**config.mk**
```make
export PLATFORM = sky130hd
export DESIGN_NAME = spi_sclk_gen
export DESIGN_NICKNAME = d
export VERILOG_FILES = /design/src/rtl/spiclk_pkg.sv /design/src/rtl/spiclk_cfg_hold.sv /design/src/rtl/spiclk_term_calc.sv /design/src/rtl/spiclk_edge_gen.sv /design/src/rtl/spi_sclk_gen.sv
export SDC_FILE = /design/constraint.sdc
export NUM_CORES = 1
export LEC_CHECK = 0
export ABC_AREA = 1
export BUFFER_PORTS_ARGS = -buffer_cell sky130_fd_sc_hd__buf_4
export CORE_MARGIN = 10
export CORE_UTILIZATION = 42
export CTS_CLUSTER_DIAMETER = 50
export DETAILED_ROUTE_END_ITERATION = 10
export GPL_TIMING_DRIVEN = 0
export PLACE_DENSITY = 0.79
export SETUP_SLACK_MARGIN = 0.02
export SYNTH_ARGS = -nofsm -noshare
export SYNTH_HDL_FRONTEND = slang
export SYNTH_SLANG_ARGS = --single-unit
export TNS_END_PERCENT = 30
```
**constraint.sdc**
```tcl
create_clock -name clk -period 1.59 [get_ports clk]
set_input_delay 0.318 -clock clk [delete_from_list [all_inputs] [get_ports clk]]
set_output_delay 0.318 -clock clk [all_outputs]
set_load 0.1 [all_outputs]
```
**src/rtl/spiclk_pkg.sv**
```systemverilog
// Shared types for the serial clock generator.
// Assumes: nothing beyond IEEE 1800-2017.
package spiclk_pkg;
    // Divider chain selection, encoded as the select bit itself
    typedef enum logic {
        PATH_POW2 = 1'b0,
        PATH_LIN  = 1'b1
    } path_e;
endpackage

```
**src/rtl/spiclk_cfg_hold.sv**
```systemverilog
// Extracts the divider fields from the two control words and holds them.
// The hold register loads only while no transfer runs, so a frame always
// sees one constant setting.
// Assumes: the field positions are fixed by the register layout.
module spiclk_cfg_hold
    import spiclk_pkg::*;
#(
    parameter int CTRL_W  = 32,
    parameter int EXP_W   = 3,
    parameter int LIN_W   = 8,
    parameter int EXP_LSB = 16,
    parameter int LIN_LSB = 16,
    parameter int SEL_BIT = 24
) (
    input  logic              clk,
    input  logic              rst_n,
    input  logic              xfer_active,
    input  logic [CTRL_W-1:0] main_ctrl,
    input  logic [CTRL_W-1:0] enh_ctrl,
    output logic [EXP_W-1:0]  exp_q,
    output logic [LIN_W-1:0]  lin_q,
    output path_e             path_q
);
    logic unused_ctrl_bits;
    assign unused_ctrl_bits = ^{main_ctrl, enh_ctrl};

    // Copy the fields into the hold register between transfers
    always_ff @(posedge clk) begin
        if (!rst_n) begin
            exp_q  <= '0;
            lin_q  <= '0;
            path_q <= PATH_POW2;
        end else if (!xfer_active) begin
            exp_q  <= main_ctrl[EXP_LSB +: EXP_W];
            lin_q  <= enh_ctrl[LIN_LSB +: LIN_W];
            path_q <= path_e'(enh_ctrl[SEL_BIT]);
        end
    end

    // the held setting does not move across an edge where a transfer ran
    p_cfg_frozen_r6: assert property (@(posedge clk) disable iff (!rst_n)
        $past(rst_n) && $past(xfer_active) |->
            $stable(exp_q) && $stable(lin_q) && $stable(path_q));
endmodule

```
**src/rtl/spiclk_term_calc.sv**
```systemverilog
// Turns the held setting into the terminal count of the half-period counter.
// Coarse chain: half-period = (LEG_PRE/2)*2^N. Fine chain: (LIN_PRE/2)*(N+1).
// Assumes: both prescales are even, and CNT_W holds the largest half-period minus one.
module spiclk_term_calc
    import spiclk_pkg::*;
#(
    parameter int EXP_W   = 3,
    parameter int LIN_W   = 8,
    parameter int LEG_PRE = 4,
    parameter int LIN_PRE = 2,
    parameter int CNT_W   = 8
) (
    input  logic [EXP_W-1:0] exp_q,
    input  logic [LIN_W-1:0] lin_q,
    input  path_e            path_q,
    output logic [CNT_W-1:0] term
);
    localparam int EXP_STEPS = 2 ** EXP_W;
    localparam int LEG_HALF  = LEG_PRE / 2;
    localparam int LIN_HALF  = LIN_PRE / 2;

    logic [CNT_W-1:0] leg_tab [EXP_STEPS];
    logic [CNT_W:0]   lin_half;
    logic [CNT_W:0]   lin_minus;

    // One constant terminal count per exponent value
    for (genvar i = 0; i < EXP_STEPS; i++) begin : g_leg
        assign leg_tab[i] = CNT_W'(LEG_HALF * (2 ** i) - 1);
    end

    // Linear half-period: the prescale half times (N + 1)
    always_comb begin
        lin_half  = (CNT_W+1)'(LIN_HALF) * ((CNT_W+1)'(lin_q) + (CNT_W+1)'(1));
        lin_minus = lin_half - (CNT_W+1)'(1);
    end

    // Path mux driven by the held select bit
    always_comb begin
        if (path_q == PATH_LIN) begin
            term = lin_minus[CNT_W-1:0];
        end else begin
            term = leg_tab[exp_q];
        end
    end

    logic unused_lin_msb;
    assign unused_lin_msb = lin_minus[CNT_W];
endmodule

```
**src/rtl/spiclk_edge_gen.sv**
```systemverilog
// Half-period counter and SCLK toggle register. It toggles SCLK, and pulses
// the tick, every term+1 cycles while running. Outside a run it parks SCLK at
// the idle level and clears the counter.
// Assumes: term stays constant while run is high.
module spiclk_edge_gen #(
    parameter int CNT_W = 8
) (
    input  logic             clk,
    input  logic             rst_n,
    input  logic             run,
    input  logic             idle_lvl,
    input  logic [CNT_W-1:0] term,
    output logic             sclk,
    output logic             tick
);
    logic [CNT_W-1:0] cnt;

    // Count half-periods and flip the clock level at the terminal count
    always_ff @(posedge clk) begin
        if (!rst_n) begin
            cnt  <= '0;
            sclk <= 1'b0;
            tick <= 1'b0;
        end else if (!run) begin
            cnt  <= '0;
            sclk <= idle_lvl;
            tick <= 1'b0;
        end else if (cnt == term) begin
            cnt  <= '0;
            sclk <= ~sclk;
            tick <= 1'b1;
        end else begin
            cnt  <= cnt + CNT_W'(1);
            tick <= 1'b0;
        end
    end

    // an idle cycle leaves SCLK at the idle level
    p_idle_level_r5: assert property (@(posedge clk) disable iff (!rst_n)
        $past(rst_n) && !$past(run) |-> sclk == $past(idle_lvl));

    // no tick follows an idle cycle
    p_no_tick_idle_r5: assert property (@(posedge clk) disable iff (!rst_n)
        !run |=> !tick);

    // every tick coincides with a level change
    p_tick_on_edge_r8: assert property (@(posedge clk) disable iff (!rst_n)
        $past(rst_n) && tick |-> sclk != $past(sclk));

    // the counter never passes the terminal count while running
    p_count_bound_r3: assert property (@(posedge clk) disable iff (!rst_n)
        run |-> cnt <= term);
endmodule

```
**src/rtl/spi_sclk_gen.sv**
```systemverilog
// Top of the dual-path serial clock generator. It holds the divider setting
// between transfers, computes the half-period and drives SCLK and its tick.
// Assumes: the source clock is the only clock and the reset is synchronous.
module spi_sclk_gen
    import spiclk_pkg::*;
#(
    parameter int CTRL_W  = 32,
    parameter int EXP_W   = 3,
    parameter int LIN_W   = 8,
    parameter int LEG_PRE = 4,
    parameter int LIN_PRE = 2
) (
    input  logic              clk,
    input  logic              rst_n,
    input  logic              enable,
    input  logic              xfer_active,
    input  logic              cpol,
    input  logic [CTRL_W-1:0] main_ctrl,
    input  logic [CTRL_W-1:0] enh_ctrl,
    output logic              sclk,
    output logic              sclk_tick
);
    localparam int EXP_STEPS = 2 ** EXP_W;
    localparam int LEG_MAX   = (LEG_PRE / 2) * (2 ** (EXP_STEPS - 1));
    localparam int LIN_MAX   = (LIN_PRE / 2) * (2 ** LIN_W);
    localparam int HALF_MAX  = (LEG_MAX > LIN_MAX) ? LEG_MAX : LIN_MAX;
    localparam int CNT_W     = (HALF_MAX > 2) ? $clog2(HALF_MAX) : 1;

    logic [EXP_W-1:0] exp_q;
    logic [LIN_W-1:0] lin_q;
    path_e            path_q;
    logic [CNT_W-1:0] term;
    logic             run;

    assign run = enable & xfer_active;

    spiclk_cfg_hold #(
        .CTRL_W(CTRL_W), .EXP_W(EXP_W), .LIN_W(LIN_W),
        .EXP_LSB(16), .LIN_LSB(16), .SEL_BIT(24)
    ) u_hold (
        .clk(clk), .rst_n(rst_n), .xfer_active(xfer_active),
        .main_ctrl(main_ctrl), .enh_ctrl(enh_ctrl),
        .exp_q(exp_q), .lin_q(lin_q), .path_q(path_q)
    );

    spiclk_term_calc #(
        .EXP_W(EXP_W), .LIN_W(LIN_W), .LEG_PRE(LEG_PRE),
        .LIN_PRE(LIN_PRE), .CNT_W(CNT_W)
    ) u_term (
        .exp_q(exp_q), .lin_q(lin_q), .path_q(path_q), .term(term)
    );

    spiclk_edge_gen #(
        .CNT_W(CNT_W)
    ) u_edge (
        .clk(clk), .rst_n(rst_n), .run(run), .idle_lvl(cpol),
        .term(term), .sclk(sclk), .tick(sclk_tick)
    );
endmodule

```
# Word level (Yosys, flattened, before mapping)
# Memories as Yosys holds them, arrays and structs flattened.
# Cells that the tools add are included.
# classes
magnitude_cmp	1
bitwise_logic	5
n_div	0
n_reduce_logical	2
n_eq_ne	2
muxes	6
addsub	3
shifts	0
mul	0
# ops
operator	n
$mux 8	3
$add 8x1->8 const B	2
$eq 8x8->1	1
$sub 8x1->8 const B	1
$ge 4x4->1 const B	1
$not 3->4	1
$mux 1	3
$not 1->1	3
$reduce_or 3->1	1
$ne 2x2->1 const B	1
$reduce_and 2->1	1
$and 1x1->1	1
# word_totals
word_cells	26
ramBits	0
in_bits	69
rom_bits	64
latch_bits	0
n_memories	1
output_inout_bits	2
reg_bits	22
# memory_table
name	depth	word_bits	rd	rd_ports_with_merged_regs	wr	line_no	text
(no name shown)	8	8	1	0	0	spiclk_term_calc.sv:42	term = leg_tab[exp_q];

# Logic depth before layout (Yosys ltp)
# Gate-level depths: netlist of run 1.
# logic_depth
word_depth	8
depth_mapped	13
mapped_depth_nobuf	12

# Modules after synthesis
# A second synthesis of run 1 with hierarchy kept.
# unflattened
hier_cells	185
area_unflattened_um2	1169.9
# modules_own_cells
module	n_inst	cells_per_inst	area_per_inst_um2	seq_area_each_um2
spiclk_edge_gen	1	82	563.0	200.2
spiclk_cfg_hold	1	75	493.0	240.2
spiclk_term_calc	1	26	106.4	0.0
spi_sclk_gen	1	2	7.5	0.0

# Worst setup path before layout of run 1
# Ideal clock, no wire load.
# synth_path
path_kind	register -> register
from	reg u_edge.sclk
to	reg u_edge.sclk
path_buffers	0
setup_slack_ns	0.150
synth_period_minus_slack_ns	1.440
t_required_ns	1.475
stages_incl_launch_ff	4
setup_ns	0.115
arrival_ns	1.325
path_cell_list	dfxtp_1 o21ai_0 a21oi_1 nor2_1
# synth_between
elab_chain_cells	3
# synth_rtl
element	line_no	text
from (decl)	spiclk_edge_gen.sv:13	output logic sclk,
from (signal assigned)	spiclk_edge_gen.sv:26	sclk <= idle_lvl;
from (signal assigned)	spiclk_edge_gen.sv:30	sclk <= ~sclk;
$not 1->1	spiclk_edge_gen.sv:30	
$mux 1	spiclk_edge_gen.sv:28	end else if (cnt == term) begin
$mux 1	spiclk_edge_gen.sv:24	end else if (!run) begin
# Every way passes these cells. The select of a mux whose other input is x is not followed.
# A chain may end at the register's enable or synchronous reset.

# Worst setup path after layout of run 1
# layout_path
from	reg u_hold.exp_q[2]
to	reg u_edge.cnt[7]
# layout_between
elab_chain_cells	7
# layout_rtl
element	line_no	text
from (decl)	spiclk_cfg_hold.sv:20	output logic [EXP_W-1:0] exp_q,
from (signal assigned)	spiclk_cfg_hold.sv:34	exp_q <= main_ctrl[EXP_LSB +: EXP_W];
$not 3->4 (implied by the code)	spiclk_term_calc.sv:42	
$mem_v2 8x8	n/a	
$mux 8 (implied by the code) (2 in series)	spiclk_term_calc.sv:42	
$mux 8	spiclk_term_calc.sv:39	if (path_q == PATH_LIN) begin
$eq 8x8->1	spiclk_edge_gen.sv:28	
$reduce_or 3->1 (no source line)	n/a	
to (signal assigned)	spiclk_edge_gen.sv:33	cnt <= cnt + CNT_W'(1);
to (decl)	spiclk_edge_gen.sv:16	logic [CNT_W-1:0] cnt;
# Every way passes these cells. The select of a mux whose other input is x is not followed.

==> metrics.cfg, run 1 <==
[timing]
period_share_pct = 88.2
rsz0062_at_grt = no
setup_viol = 0
maxSlewHeadroom_pct = 73.1
min_period_ps = 1400
final_max_slew_viol_count = 0
clock.fmax_ghz = 0.713
worst_slew_pin_slew_ps = 403
hold_violations = 0
skew_ps = 5.31
fin_tns_setup_ps = 0
hold_slack_ps = 227

[placed_design]
port_buffers = 18
routabilityCongestion = 0.824
hpwl_um = 1770

[global_routing]
grt_max_degree = 14
grt_antenna_before_repair = 0
grt_remaining_overflow = 0
grt_pass1_wl_um = 4080
grt_pass1_vias = 954
track_usage_pct = 9.11

[finish]
register_area_um2 = 443
finalNetCount = 257
diodes = 0
fillerInstances = 258
multi_input_comb_area_um2 = 592
area_growth_pct = 20.5
drive_above_1_share_pct = 21.5

[clock_network]
clock-sinks = 22
cts-htree-levels = 1
clock_path_buffers = 2
cts_buffers = 3
cts-root-buf = clkbuf_4
tritoncts = built
clock_latency_ps = 310
clk_pin_slew_ps = 130

[logic_synthesis]
yosys.area.top_type = dfxtp_1
synthesis.area_um2 = 1130
synth.area.top_cells = dfxtp_1 (39%), nand2_1 (14%), inv_1 (6.3%)
ys_seq_elements = 22
syn-num-nets = 234
yosys_warnings = 0
ys_top_cells_by_count = nand2_1 (42), dfxtp_1 (22), inv_1 (19), nor2_1 (17), o21ai_0 (13)
seq_area_frac_synth_pct = 38.9
yosysMostFrequentCell = nand2_1
syn_area_per_cell_um2 = 6.91
synth_top_area_share_pct = 38.9
synth_edf_count = 0
netlist_instances = 164
synthFlopType = dfxtp_1
synth_cell_types = 28
async_flop_share_pct = 0

[critical_path]
rr_startpoint = u_hold.exp_q[2]
crit_arrival_ps = 1630
crit_fanout = 8
crit_start = u_hold.exp_q[2]
start_kind = register
crit_type = register to register
endpoint_kind = register
crit_required_ps = 1810

[routing]
via_count = 1025
routed_wl_um = 2210
postRouteAntennaNets = 0
wl_per_cell_um = 10.3
drc = 0
first_iter_violations = 32
drtPass1Iterations = 6
vias_per_cell = 4.75

[die]
ios = 71
die_y_um = 72.0
coreArea_um2 = 2520
dieArea_um2 = 5180
rows = 18
initial_core_util_pct = 44.9
fp.dieW_um = 72.0

[outcome]
status = finished, final reports clean

[min_path]
min_path_type = input pin to register
hold_path_startpoint = enh_ctrl[22]

[power]
p_leak_nw = 0.616
power.density_nw_per_um2 = 891
p_total_mw = 1.22
ir_drop_mv = 0.629

[job]
max_cap_viol_count = 0

## sequential cells by signal, summed over array words and instances (netlist names)
| signal | flops |
|---|---|
| u_hold.path_q | 1 |
| u_edge.tick | 1 |
| u_edge.sclk | 1 |
| u_hold.exp_q | 3 |
| u_hold.lin_q | 8 |
| u_edge.cnt | 8 |
## metrics by stage
stage / setup slack [ps] / cells / utilization, % / area (µm²)
final: 187 / 216 / 54.2 / 1370
after global routing: 31.4 / 216 / 54.2 / 1370
after CTS: 157 / 216 / 53.9 / 1360
after detailed placement: 184 / 212 / 51.8 / 1310
after global placement: 211 / 212 / 51.8 / 1310
after floorplan: 150 / 164 / - / 1130
## layer usage
metal / GRT usage [%] / vias up / wire length (µm)
li1: - / 563 / -
met1: 11.5 / 435 / 1130
met2: 13.9 / 23 / 962
met3: 2.86 / 4 / 108
met4: 3.87 / 0 / 13
met5: 0 / - / 0
## worst max-delay path: stages, from the launching register on
cell and delay (ps):
dfxtp_1 440, inv_2 70, nor2_4 90, nand2_2 60, nand2_1 50, nand2_1 40, nand2_1 50, nand2_1 60
nor2_2 140, nand2_4 90, nand3_4 140, nor2_1 60
## cell usage in the layout, fill, tap and decap left out, types with 2 or more instances in the layout
master    instances
a21oi_1          10
xor2_1            3
nand3_1          11
a21oi_2           2
nor2_2            2
dfxtp_1          20
clkbuf_4          3
dfxtp_2           2
buf_4            18
nor2_1           17
inv_2             2
o21ai_0          13
nand3b_1          2
inv_1            19
nand2_1          42
clkbuf_1          3
## final cells by class
cell class	instances	share of cell area [%]
Multi-Input combinational cell	116	43.3
Clock inverter	1	2.20
Inverter	21	5.77
Clock buffer	3	1.65
Tap cell	30	2.75
Timing Repair Buffer	18	9.89
Buffer	5	2.01
Sequential cell	22	32.4
## kinds of logic (layout without fill, tap and decap cells)
kind of cell / count (synthesis) / in the layout / synth area share, %
and+or+nand+nor: 83 / 83 / 34.0
xor gates and xnor gates: 4 / 4 / 3.09
adders and majority gates: 1 / 1 / 1.10
DFF: 22 / 22 / 38.9
AOI/OAI and AO/OA: 28 / 28 / 13.6
buffers and inverters: 26 / 48 / 9.38
## where the power goes
part | switching [mW] | internal (mW)
Clock | 0.176 | 0.255
Combinational | 0.115 | 0.0784
Sequential | 0.0160 | 0.577
## repair_timing
item / CTS / global route
endpoints found under the setup margin: 0 / 8
hold endpoints to repair: 0 / 0
buffers inserted: 0 / 0
gates resized for setup: 0 / 3
hold buffers: 0 / 0
## final timing paths
check / end / cells after the start / slack, ps
max: u_edge.cnt[7] / 11 / 190
min: u_hold.lin_q[6] / 3 / 230
max reg2reg: u_edge.cnt[7] / 11 / 190
min reg2reg: u_hold.lin_q[3] / 2 / 480
(Power assumes the default switching activity.)
==> run 2: changes to the inputs <==
- ABC_AREA: 1 -> unset
- CORE_UTILIZATION: 42 -> 41
==> run 2 against run 1 <==
Worst setup slack got worse by 370 ps. Synthesized area decreased by 5.6%. Clock skew decreased by 1.1 ps. The run now ends with negative setup slack left. Critical path type unchanged. Cell count decreased by 23%. Non-clock buffer count increased by 2. Critical path depth decreased by 3. Wire length increased by 8.8%. Sequential share of layout area increased by 0.14 points. Count of clock-buffer cells in the layout unchanged.
==> metrics.cfg, run 2 <==
[outcome]
status = finished with violations
failed_checks = negative setup slack

[die]
dieArea_um2 = 5050  ; -2.4%
ios = 71  ; unchanged
die_y_um = 71.1  ; -1.2%
coreArea_um2 = 2480  ; -1.8%
initial_core_util_pct = 43.2  ; -1.8 points
fp.dieW_um = 71.1  ; -1.2%
rows = 18  ; unchanged

[critical_path]
r2r_cells = 8  ; -3
start_kind = register
crit_slowest_cell = dfxtp_4
path_buf_inv = 2  ; +1
path_cells = buf_8 -> a21oi_4 -> o21ai_2 -> a2111oi_2 -> and4_4 -> buf_6 -> xnor2_2 -> a21oi_2
crit_required_ps = 1810  ; about the same
critPathMaxStageDelay_ps = 400  ; -40 ps
cp_num_cells = 8  ; -3
crit_fanout = 9  ; +1
endpoint_kind = register
crit_family = compound AO/OA/AOI/OAI gates
crit_type = register to register
crit_arrival_ps = 1990  ; +360 ps

[finish]
diodes = 0  ; unchanged
area_growth_pct = 30.8
drive_above_1_share_pct = 32.1  ; +11 points
finalNetCount = 208  ; -19%
final_cell_mix = buf_4 (20), dfxtp_1 (16), nor2b_1 (15)
reg_top3 = u_edge.cnt: 8 flops, u_hold.lin_q: 8 flops, u_hold.exp_q: 3 flops
final_common_cell = buf_4

[timing]
fin_ws_ps = -181  ; -368 ps
worst_slew_pin_slew_ps = 722  ; +319 ps
period_share_pct = 111  ; +23 points
clock.fmax_ghz = 0.565  ; -21%
min_period_ps = 1770  ; +368 ps
rsz0062_at_grt = yes
final_max_slew_viol_count = 0  ; unchanged
setup_viol = 10  ; +10
maxSlewHeadroom_pct = 51.8  ; -21 points
hold_violations = 0  ; unchanged
skew_ps = 4.16  ; -1.15 ps

[routing]
routed_wl_um = 2410  ; +8.8%
drc = 0  ; unchanged
wl_per_cell_um = 14.4  ; +41%
postRouteAntennaNets = 0  ; unchanged
vias_per_cell = 5.25  ; +11%
via_count = 876  ; -15%
first_iter_violations = 35  ; +9.4%
drtPass1Iterations = 4  ; -2

[power]
power.density_nw_per_um2 = 861  ; -3.4%
p_leak_nw = 0.551  ; -11%
ir_drop_mv = 0.699  ; +11%
p_total_mw = 1.20  ; -1.1%

[logic_synthesis]
ys_seq_elements = 22  ; unchanged
seq_area_frac_synth_pct = 41.2  ; +2.3 points
async_flop_share_pct = 0  ; unchanged
yosysMostFrequentCell = dfxtp_1
synthesis.area_um2 = 1070  ; -5.6%
synthFlopType = dfxtp_1
synth.area.top_cells = dfxtp_1 (41%), mux2i_1 (11%), nor2b_1 (8.8%)
synth_cell_types = 31  ; +11%
yosys.area.top_type = dfxtp_1
ys_top_cells_by_count = dfxtp_1 (22), nor2b_1 (15), mux2i_1 (12), nor3_1 (10), xnor2_1 (8)
yosys_warnings = 0  ; unchanged
synth_top_area_share_pct = 41.2  ; +2.3 points
syn_area_per_cell_um2 = 9.47  ; +37%
synth_edf_count = 0  ; unchanged
syn-num-nets = 183  ; -22%
netlist_instances = 113  ; -31%

[global_routing]
grt_antenna_before_repair = 0  ; unchanged
grt_remaining_overflow = 0  ; unchanged
grt_max_degree = 14  ; unchanged
track_usage_pct = 9.22  ; +0.11 points
grt_pass1_wl_um = 3920  ; -4.0%
grt_pass1_vias = 906  ; -5.0%

[clock_network]
postCtsHoldBufs = 0  ; unchanged
clk_pin_slew_ps = 120  ; about the same
tritoncts = built
cts_buffers = 3  ; unchanged
clock_path_buffers = 2  ; unchanged
clock_latency_ps = 310  ; about the same
cts-htree-levels = 1  ; unchanged
cts-root-buf = clkbuf_4
clock-sinks = 22  ; unchanged

[job]
max_cap_viol_count = 0  ; unchanged

[placed_design]
dp_slack_ps = -327  ; -511 ps
hpwl_um = 1710  ; -3.3%
port_buffers = 18  ; unchanged
routabilityCongestion = 0.823  ; -0.22%

[min_path]
hold_depth = 3  ; unchanged
min_path_type = input pin to register

run 2: cell count changes in the layout (fill, tap and decap cells not counted), moves of 7 or more:
cell,previous run,this run
inv_1,19,1
nor2_1,17,1
nand3_1,11,3
mux2i_1,0,12
nor3_1,1,8
o21ai_0,13,4
a21oi_1,10,1
nor2b_1,0,15
nand2_1,42,5
run 2: timing repair:
action | in CTS | in global routing
pin swaps | 3 | 2
setup buffers | 0 | 2
setup endpoints to repair | 10 | 10
resized for setup | 15 | 9
cloned | 1 | 0
run 2: power breakdown:
group          switching (mW)  leakage (nW)  internal [mW]
Clock                   0.173        0.0279          0.255
Sequential             0.0266         0.183          0.571
Combinational          0.0822         0.339         0.0961
Total                   0.282         0.551          0.922
run 2: metrics by stage:
step                      instances  cell area, µm²  util, %  hold WS [ps]  TNS (ps)
final                           167            1400     56.5           251     -1220
after global routing            167            1400     56.5           247     -2020
after CTS                       165            1360     54.7           250      -949
after detailed placement        161            1260     51.0           515     -2220
after global placement          161            1260     51.0           500     -1440
after floorplan                 113            1090        -           446     -87.2
run 2: routing by layer:
layer | vias to the layer above | track usage [%] | part of all wire (%)
met3 | 2 | 4.46 | 6.3
met1 | 406 | 10.0 | 44
met2 | 24 | 16.1 | 49
met4 | 0 | 1.29 | 0.58
met5 | - | 0 | 0
li1 | 444 | - | -
run 2: worst paths after layout:
check | from | endpoint | slack (ps)
max | u_hold.path_q | u_edge.sclk | -180
min reg2reg | u_edge.cnt[0] | u_edge.cnt[0] | 500
min | enh_ctrl[20] | u_hold.lin_q[4] | 250
max reg2reg | u_hold.path_q | u_edge.sclk | -180
run 2: cell type report:
| class | count | area [µm²] |
|---|---|---|
| Sequential cell | 22 | 455 |
| Inverter | 1 | 3.75 |
| Tap cell | 30 | 37.5 |
| Fill cell | 221 | 1080 |
| Clock inverter | 1 | 30.0 |
| Multi-Input combinational cell | 85 | 654 |
| Timing Repair Buffer | 21 | 161 |
| Buffer | 4 | 33.8 |
| Clock buffer | 3 | 22.5 |
run 2: cell families (layout without fill, tap and decap cells):
| group | count (synthesis) | count (layout) | synth area share (%) |
|---|---|---|---|
| AO/OA/AOI/OAI | 15 | 15 | 9.12 |
| XOR/XNOR | 12 | 12 | 9.82 |
| flip-flops | 22 | 22 | 41.2 |
| AND/OR/NAND/NOR | 45 | 45 | 24.4 |
| buffers and inverters | 6 | 30 | 3.04 |
| multiplexers | 12 | 12 | 11.2 |
| adder cells (fa/ha/maj) | 1 | 1 | 1.17 |
run 2: worst min-delay path, cell delays in order:
cell and delay (ps):
buf_4 80, mux2i_1 50, nor2b_1 90
==> run 3: changes to the inputs <==
- REMOVE_ABC_BUFFERS: unset -> 1
==> run 3 against run 2 <==
Largest cell class unchanged. Core utilization decreased by 1.5 points. Wire length is 0.83% lower. Hold slack lost 3.2 ps. Clock power fell by 1%. Combinational power about the same. Die area unchanged. Sequential share of layout area grew 0.22 points. Count of clock-buffer cells in the layout did not move. Maximum frequency down 7.0%. Non-clock buffer count did not move. The run still ends with negative setup slack left. Clock skew grew 2.8 ps.
==> metrics.cfg, run 3 (synthesis results as in run 2) <==
[outcome]
status = finished with violations
failed_checks = negative setup slack

[critical_path]
rr_startpoint = u_hold.path_q
r2r_end = u_edge.cnt[7]
endpoint_kind = register
start_kind = register
crit_required_ps = 1790  ; -20 ps
crit_arrival_ps = 2100  ; +110 ps
r2r_cells = 7  ; -1
ff2ff_setup_slack_ps = -320  ; -130 ps
crit_fanout = 5  ; -4
crit_type = register to register

[clock_network]
cts-htree-levels = 1  ; unchanged
clock_latency_ps = 310  ; about the same
clock_path_buffers = 2  ; unchanged
postCtsHoldBufs = 0  ; unchanged
tritoncts = built
clk_pin_slew_ps = 120  ; about the same
clock-sinks = 22  ; unchanged
cts_buffers = 3  ; unchanged
cts-root-buf = clkbuf_4

[routing]
drc = 0  ; unchanged
wl_per_cell_um = 14.3  ; -0.83%
via_count = 883  ; +0.80%
first_iter_violations = 20  ; -43%
postRouteAntennaNets = 0  ; unchanged
vias_per_cell = 5.29  ; +0.80%
drtPass1Iterations = 4  ; unchanged
routed_wl_um = 2390  ; -0.83%

[timing]
final_max_slew_viol_count = 0  ; unchanged
hold_slack_ps = 248  ; -3.24 ps
period_share_pct = 120  ; +8.4 points
worst_slew_pin_slew_ps = 397  ; -326 ps
min_period_ps = 1910  ; +134 ps
fin_tns_setup_ps = -2980  ; -1760 ps
setup_viol = 10  ; unchanged
maxSlewHeadroom_pct = 73.3  ; +21 points
rsz0062_at_grt = yes
fin_ws_ps = -315  ; -134 ps
hold_violations = 0  ; unchanged
clock.fmax_ghz = 0.525  ; -7.0%
skew_ps = 7.00  ; +2.84 ps

[power]
power.density_nw_per_um2 = 876  ; +1.8%
p_leak_nw = 0.551  ; about the same
ir_drop_mv = 0.862  ; +23%

[global_routing]
grt_max_degree = 16  ; +2
grt_antenna_before_repair = 0  ; unchanged
grt_pass1_vias = 951  ; +5.0%
grt_pass1_wl_um = 4170  ; +6.3%
track_usage_pct = 9.89  ; +0.66 points
grt_remaining_overflow = 0  ; unchanged

[finish]
fillerInstances = 223  ; +0.90%
fin_area_um2 = 1360  ; -2.6%
register_area_um2 = 447  ; -1.9%
diodes = 0  ; unchanged
final_cell_mix = buf_4 (23), dfxtp_1 (19), nor2b_1 (15)
final_common_cell = buf_4
finalNetCount = 208  ; unchanged
multi_input_comb_area_um2 = 618  ; -5.5%
reg_top3 = u_edge.cnt: 8 flops, u_hold.lin_q: 8 flops, u_hold.exp_q: 3 flops
drive_above_1_share_pct = 27.7  ; -4.4 points
area_growth_pct = 27.4

[placed_design]
routabilityCongestion = 0.727  ; -12%
hpwl_um = 1680  ; -1.6%
place_area_um2 = 1210  ; -3.9%
port_buffers = 18  ; unchanged

[die]
initial_core_util_pct = 43.2  ; unchanged
die_y_um = 71.1  ; unchanged
fp.dieW_um = 71.1  ; unchanged
rows = 18  ; unchanged
coreArea_um2 = 2480  ; unchanged
dieArea_um2 = 5050  ; unchanged
ios = 71  ; unchanged

[min_path]
min_path_type = input pin to register
hold_path_startpoint = main_ctrl[18]
hold_depth = 3  ; unchanged
whs_endpoint = u_hold.exp_q[2]

[job]
max_cap_viol_count = 0  ; unchanged

run 3: routing by layer:
metal / wire length [µm] / up-vias / GRT usage (%) / share of wire, %
met3: 151 / 4 / 4.74 / 6.3
met2: 1170 / 21 / 17.2 / 49
met5: 0 / - / 0 / 0
met1: 1020 / 411 / 10.3 / 43
li1: - / 447 / - / -
met4: 50 / 0 / 3.01 / 2.1
run 3: final cells by class:
type / count / area share, %
Sequential cell: 22 / 32.8
Clock inverter: 1 / 2.20
Clock buffer: 3 / 1.65
Timing Repair Buffer: 25 / 15.0
Inverter: 1 / 0.275
Tap cell: 30 / 2.75
Multi-Input combinational cell: 85 / 45.4
run 3: how the worst max path moves through the flow:
stage,slack [ps],from,endpoint
final,-320,u_hold.path_q,u_edge.cnt[7]
after global routing,-410,u_hold.path_q,u_edge.cnt[6]
after CTS,-240,u_hold.path_q,u_edge.sclk
after detailed placement,-730,u_hold.path_q,u_edge.sclk
after global placement,-610,u_hold.path_q,u_edge.sclk
after floorplan,-410,u_hold.path_q,u_edge.sclk
run 3: per-stage QoR:
step	instances	setup slack (ps)	total power, mW	utilization, %
final	167	-315	1.19	55.0
after global routing	167	-414	1.25	55.0
after CTS	167	-235	1.20	55.0
after detailed placement	156	-728	0.755	49.0
after global placement	156	-608	0.745	49.0
after floorplan	108	-414	0.691	-
run 3: report_power, final:
group	total, mW	leakage, nW	internal (mW)	switching [mW]
Clock	0.422	0.0279	0.255	0.167
Combinational	0.177	0.341	0.0953	0.0817
Sequential	0.595	0.181	0.573	0.0221
Total	1.19	0.551	0.923	0.271
run 3: worst max-delay path: stages, from the launching register on:
cell	delay, ps
dfxtp_4	390
buf_6	130
and4b_1	230
a31oi_1	50
a2111oi_2	450
and4_4	350
buf_4	140
nor3_1	50
run 3: timing repair:
action                     4_1_cts  5_1_grt
pin swaps                        5        2
buffers inserted                 7        0
gates resized for setup         13        0
setup endpoints to repair       10       10
